`config.mk`:
```
export PLATFORM = sky130hd
export DESIGN_NAME = spi_port_master
export DESIGN_NICKNAME = d
export VERILOG_FILES = /design/src/rtl/spi_port_pkg.sv /design/src/rtl/spi_rst_sync.sv /design/src/rtl/spi_bit_timer.sv /design/src/rtl/spi_tx_shifter.sv /design/src/rtl/spi_rx_shifter.sv /design/src/rtl/spi_port_master.sv
export SDC_FILE = /design/constraint.sdc
export NUM_CORES = 1
export LEC_CHECK = 0
export ABC_CLOCK_PERIOD_IN_PS = 1930
export BUFFER_PORTS_ARGS = -buffer_cell sky130_fd_sc_hd__buf_2
export CAP_MARGIN = 20
export CORE_MARGIN = 1.5
export CORE_UTILIZATION = 55
export CTS_BUF_LIST = sky130_fd_sc_hd__clkbuf_8
export DETAILED_ROUTE_END_ITERATION = 7
export PLACE_DENSITY = 0.81
export SLEW_MARGIN = 20
export SYNTH_ARGS = -nofsm -noshare
export SYNTH_HDL_FRONTEND = slang
export SYNTH_SLANG_ARGS = --single-unit
```
`constraint.sdc`:
```
create_clock -name clk -period 1.93 [get_ports clk]
set_input_delay 0.2895 -clock clk [delete_from_list [all_inputs] [get_ports clk]]
set_output_delay 0.2895 -clock clk [all_outputs]
set_load 0.02 [all_outputs]
```
`src/rtl/spi_port_pkg.sv`:
```
`timescale 1ns/1ps
package spi_port_pkg;

  // Level of the serial clock inside one bit period
  typedef enum logic {
    SCK_PH_LOW  = 1'b0,
    SCK_PH_HIGH = 1'b1
  } sck_phase_e;

  // Counter width needed for 2*w clock states
  function automatic int unsigned phase_cnt_w(input int unsigned w);
    return (w < 2) ? 1 : $clog2(2 * w);
  endfunction

endpackage

```
`src/rtl/spi_rst_sync.sv`:
```
`timescale 1ns/1ps
module spi_rst_sync #(
  parameter int unsigned STAGES = 2
) (
  input  logic clk,
  input  logic rst_n,
  output logic rst_sync_n
);

  logic [STAGES-1:0] sync_q;
  logic [STAGES-1:0] sync_d;

  always_comb begin
    sync_d = {sync_q[STAGES-2:0], 1'b1};
  end

  always_ff @(posedge clk or negedge rst_n) begin
    if (!rst_n) sync_q <= '0;
    else        sync_q <= sync_d;
  end

  assign rst_sync_n = sync_q[STAGES-1];

endmodule

```
`src/rtl/spi_bit_timer.sv`:
```
`timescale 1ns/1ps
module spi_bit_timer
  import spi_port_pkg::*;
#(
  parameter int unsigned DATA_W = 8
) (
  input  logic clk,
  input  logic rst_n,
  input  logic start,
  output logic busy,
  output logic sck,
  output logic sample_en,
  output logic shift_en,
  output logic done
);

  localparam int unsigned CNT_W = phase_cnt_w(DATA_W);
  localparam logic [CNT_W-1:0] LAST_PH = CNT_W'(2 * DATA_W - 1);

  logic             busy_q, busy_d;
  logic [CNT_W-1:0] cnt_q, cnt_d;
  sck_phase_e       ph_q, ph_d;
  logic             upd_en;

  // Next-state logic
  always_comb begin
    busy_d = busy_q;
    cnt_d  = cnt_q;
    ph_d   = ph_q;
    upd_en = 1'b0;
    if (start && !busy_q) begin
      upd_en = 1'b1;
      busy_d = 1'b1;
      cnt_d  = '0;
      ph_d   = SCK_PH_LOW;
    end else if (busy_q) begin
      upd_en = 1'b1;
      cnt_d  = cnt_q + 1'b1;
      if (cnt_q == LAST_PH) begin
        busy_d = 1'b0;
        cnt_d  = '0;
        ph_d   = SCK_PH_LOW;
      end else begin
        ph_d = (ph_q == SCK_PH_LOW) ? SCK_PH_HIGH : SCK_PH_LOW;
      end
    end
  end

  // State registers with explicit enable
  always_ff @(posedge clk or negedge rst_n) begin
    if (!rst_n) begin
      busy_q <= 1'b0;
      cnt_q  <= '0;
      ph_q   <= SCK_PH_LOW;
    end else if (upd_en) begin
      busy_q <= busy_d;
      cnt_q  <= cnt_d;
      ph_q   <= ph_d;
    end
  end

  assign busy      = busy_q;
  assign sck       = (ph_q == SCK_PH_HIGH);
  assign sample_en = busy_q && (ph_q == SCK_PH_LOW);
  assign done      = busy_q && (cnt_q == LAST_PH);
  assign shift_en  = busy_q && (ph_q == SCK_PH_HIGH) && (cnt_q != LAST_PH);

endmodule

```
`src/rtl/spi_tx_shifter.sv`:
```
`timescale 1ns/1ps
module spi_tx_shifter #(
  parameter int unsigned DATA_W    = 8,
  parameter logic        MOSI_IDLE = 1'b1
) (
  input  logic              clk,
  input  logic              rst_n,
  input  logic              load,
  input  logic [DATA_W-1:0] load_data,
  input  logic              shift_en,
  input  logic              active,
  output logic              mosi
);

  logic [DATA_W-1:0] sr_q, sr_d;
  logic              sr_en;

  always_comb begin
    sr_d  = sr_q;
    sr_en = 1'b0;
    if (load) begin
      sr_d  = load_data;
      sr_en = 1'b1;
    end else if (shift_en) begin
      sr_d  = {sr_q[DATA_W-2:0], 1'b0};
      sr_en = 1'b1;
    end
  end

  always_ff @(posedge clk or negedge rst_n) begin
    if (!rst_n)     sr_q <= '0;
    else if (sr_en) sr_q <= sr_d;
  end

  assign mosi = active ? sr_q[DATA_W-1] : MOSI_IDLE;

endmodule

```
`src/rtl/spi_rx_shifter.sv`:
```
`timescale 1ns/1ps
module spi_rx_shifter #(
  parameter int unsigned DATA_W = 8
) (
  input  logic              clk,
  input  logic              rst_n,
  input  logic              sample_en,
  input  logic              miso,
  input  logic              commit,
  output logic [DATA_W-1:0] rx_data
);

  logic [DATA_W-1:0] sr_q, sr_d;
  logic [DATA_W-1:0] hold_q;

  always_comb begin
    sr_d = {sr_q[DATA_W-2:0], miso};
  end

  always_ff @(posedge clk or negedge rst_n) begin
    if (!rst_n)         sr_q <= '0;
    else if (sample_en) sr_q <= sr_d;
  end

  // Publish only after the final bit is in
  always_ff @(posedge clk or negedge rst_n) begin
    if (!rst_n)      hold_q <= '0;
    else if (commit) hold_q <= sr_q;
  end

  assign rx_data = hold_q;

endmodule

```
`src/rtl/spi_port_master.sv`:
```
`timescale 1ns/1ps
module spi_port_master #(
  parameter int unsigned DATA_W      = 8,
  parameter logic        MOSI_IDLE   = 1'b1,
  parameter int unsigned SYNC_STAGES = 2
) (
  input  logic              clk,
  input  logic              rst_n,
  input  logic              wr_stb,
  input  logic [DATA_W-1:0] wr_data,
  input  logic              miso,
  output logic              sck,
  output logic              mosi,
  output logic [DATA_W-1:0] rx_data,
  output logic              busy
);

  logic rst_core_n;
  logic accept;
  logic sample_en;
  logic shift_en;
  logic done;

  spi_rst_sync #(.STAGES(SYNC_STAGES)) u_rst (
    .clk        (clk),
    .rst_n      (rst_n),
    .rst_sync_n (rst_core_n)
  );

  assign accept = wr_stb && !busy;

  spi_bit_timer #(.DATA_W(DATA_W)) u_timer (
    .clk       (clk),
    .rst_n     (rst_core_n),
    .start     (wr_stb),
    .busy      (busy),
    .sck       (sck),
    .sample_en (sample_en),
    .shift_en  (shift_en),
    .done      (done)
  );

  spi_tx_shifter #(.DATA_W(DATA_W), .MOSI_IDLE(MOSI_IDLE)) u_tx (
    .clk       (clk),
    .rst_n     (rst_core_n),
    .load      (accept),
    .load_data (wr_data),
    .shift_en  (shift_en),
    .active    (busy),
    .mosi      (mosi)
  );

  spi_rx_shifter #(.DATA_W(DATA_W)) u_rx (
    .clk       (clk),
    .rst_n     (rst_core_n),
    .sample_en (sample_en),
    .miso      (miso),
    .commit    (done),
    .rx_data   (rx_data)
  );

endmodule

```
==> metrics.yaml <==
route:
  num_vias: 887
  ant_nets: 0
  drt-total-wl_um: 2241
  met3_length_um: 80
  viasPerCell: 5.249
  wl_met2_um: 1105
  drc_errors: 0
  wl_met1_um: 1002
  wl_per_cell_um: 13.26
  dr.first_iter.drc_count: 11
  drtPass1Iterations: 4
  top_layer: "met4"
floorplan:
  core_area_um2: 2255
  die_w_um: 52.29
  io_pins: 23
  die_y_um: 52.29
  die_area_um2: 2734
  initial_utilization_pct: 59.27
  rows: 17
grt:
  grt_use_total_pct: 21.28
  antenna_found_initial: 0
  grt_pass1_wl_um: 4084
  overflow: 0
  grt_max_degree: 17
  grt_pass1_vias: 934
power:
  power_density_nw_per_um2: 1685
  total_power_w: 0.002694
  p_leak_nw: 0.8164
  ir_worst_vdd_mv: 1.050
yosys:
  yosysSeqAreaShare_pct: 59.93
  synth_cells: 110
  ys_seq_elements: 32
  syn_nets: 123
  syn_area_um2: 1336
  yosysWarnings: 0
  syn_area_per_cell_um2: 12.15
  netlist-cell-type-count: 21
timing:
  slew_headroom_pct: 57.06
  period_needed_ps: 1841
  worstMarginPinSlew_ps: 644.1
  final_max_slew_viol_count: 0
  setup_tns_ps: 0
  finalHoldViolCount: 0
  period_share_pct: 95.40
  rsz0062_at_grt: "false"
  final-setup-viol-count: 0
  fin_worst_skew_ps: 5.240
  fmax_ghz: 0.5431
critical_path:
  critPathLaunchType: "register"
  r2r_start: "u_timer.cnt_q[0]"
  arrival_ps: 2000
  timing.rr.end: "u_tx.sr_q[7]"
  crit_fanout: 8
  crit_start: "u_timer.cnt_q[0]"
  crit_path_end_kind: "register"
  reg2reg_depth: 4
  worst-setup-path-type: "register to register"
  required_ps: 2090
  r2r_slack_ps: 90
clocking:
  cts_made_buffers: 5
  root_buffer: "clkbuf_8"
  cts_resized: 0
  path_clk_slew_ps: 60
  clock-sinks: 32
  cts_tree: "built"
  hold_buffers: 1
  postCtsSetupBuffers: 0
  worstSkewPairLatency_ps: 280
  clockBufferDepth: 2
  cts_max_level: 2
final_layout:
  final_area_um2: 1599
  area_growth_pct: 19.66
  layout-drive-gt1-share_pct: 39.01
  final_nets: 153
  fillers: 171
  fin_util_pct: 70.92
  final_cell_count_no_fill: 169
  diodes: 0
worst_hold_path:
  hold_path_class: "primary input to register"
  whs_endpoint: "u_tx.sr_q[0]"
  hold_start: "wr_data[0]"
  whs_path_depth: 3
place:
  dp_cells: 160
  dp_hpwl_um: 1580
  place.gp.congestion: 0.8188
  place_area_um2: 1499
  portBuffers: 22
outcome:
  status: "completed"
run:
  drv_cap: 0
[power by group]
group	leakage (nW)	switching (W)	internal [W]
Sequential	0.399	0.000222	0.000968
Combinational	0.364	0.000486	0.000512
Clock	0.0538	0.000227	0.000280
Total	0.816	0.000934	0.00176
[cells in the final DEF (no fill, tap or decap)]
cell,count
a21oi_1,1
mux2_2,22
xor2_1,1
buf_12,1
nand4_1,2
nor3_4,1
buf_2,22
ha_1,1
conb_1,1
nand2b_1,1
buf_4,3
o21ai_0,3
o211ai_1,2
inv_1,4
dlygate4sd3_1,1
and4_1,1
nor2_1,2
nand3_1,1
a22o_1,2
nor2b_1,2
dfrtp_1,32
clkbuf_8,6
nand2_1,29
[kinds of logic (layout without fill, tap and decap cells)]
group           Yosys count  in the layout  synth area share [%]
xor+xnor                  1              1                0.6556
simple gates             39             39                 13.30
buf+inv                   6             37                 2.434
mux                      22             22                 18.54
flops                    32             32                 59.93
fa+ha+maj                 1              1                0.9362
compound gates            8              8                 3.932
other cells               1              1                0.2806
[area by class of cell]
type,count,area (um^2),share of cell area (%)
sequential,32,800.8,50.08
timing repair buffer,27,162.7,10.17
tap,28,35.03,2.191
inverter,2,7.507,0.4695
multi-input combinational,72,503.0,31.46
clock buffer,6,82.58,5.164
clock inverter,2,7.507,0.4695
[per-layer routing]
| metal | up-vias | GRT usage, % |
|---|---|---|
| li1 | 429 | - |
| met1 | 433 | 26.86 |
| met2 | 19 | 33.33 |
| met3 | 6 | 5.143 |
| met4 | 0 | 11.97 |
| met5 | - | 0 |
[synthesized netlist by cell type, drive strengths merged]
cell / number / area share [%]
xor2: 1 / 0.66
dfrtp: 32 / 60
nor3: 1 / 1.2
o21ai: 3 / 1.1
o211ai: 2 / 1.1
a21oi: 1 / 0.37
ha: 1 / 0.94
clkbuf: 1 / 0.28
mux2: 22 / 19
buf: 3 / 1.6
and4: 1 / 0.66
nand2b: 1 / 0.47
nand4: 2 / 0.94
nand3: 1 / 0.37
conb: 1 / 0.28
a22o: 2 / 1.3
inv: 2 / 0.56
nand2: 29 / 8.1
nor2: 2 / 0.56
nor2b: 2 / 0.94
[worst max-delay path: stages (launching register included)]
cell and delay [ps]:
dfrtp_1 430, ha_1 290, and4_1 240, nor3_4 380, mux2_2 390
[sequential cells by signal, indices dropped and copies added (netlist names)]
name           flops
u_timer.sck        1
u_timer.cnt_q      4
u_rst.sync_q       2
u_timer.busy       1
u_rx.rx_data       8
u_tx.sr_q          8
u_rx.sr_q          8
[per-stage QoR]
stage	hold WS, ps	setup slack, ps
2_1_floorplan	-6.091	166.5
3_3_place_gp	73.44	189.7
3_5_place_dp	75.43	132.3
4_1_cts	226.6	98.47
5_1_grt	244.9	28.87
6_report	235.1	88.80
[how the worst max path moves through the flow]
| stage | endpoint | cells past startpoint |
|---|---|---|
| 2_1_floorplan | u_tx.sr_q[1] | 5 |
| 3_3_place_gp | u_tx.sr_q[6] | 4 |
| 3_5_place_dp | u_tx.sr_q[7] | 4 |
| 4_1_cts | u_tx.sr_q[7] | 4 |
| 5_1_grt | u_tx.sr_q[7] | 4 |
| 6_report | u_tx.sr_q[7] | 4 |
(Power assumes the default switching activity.)
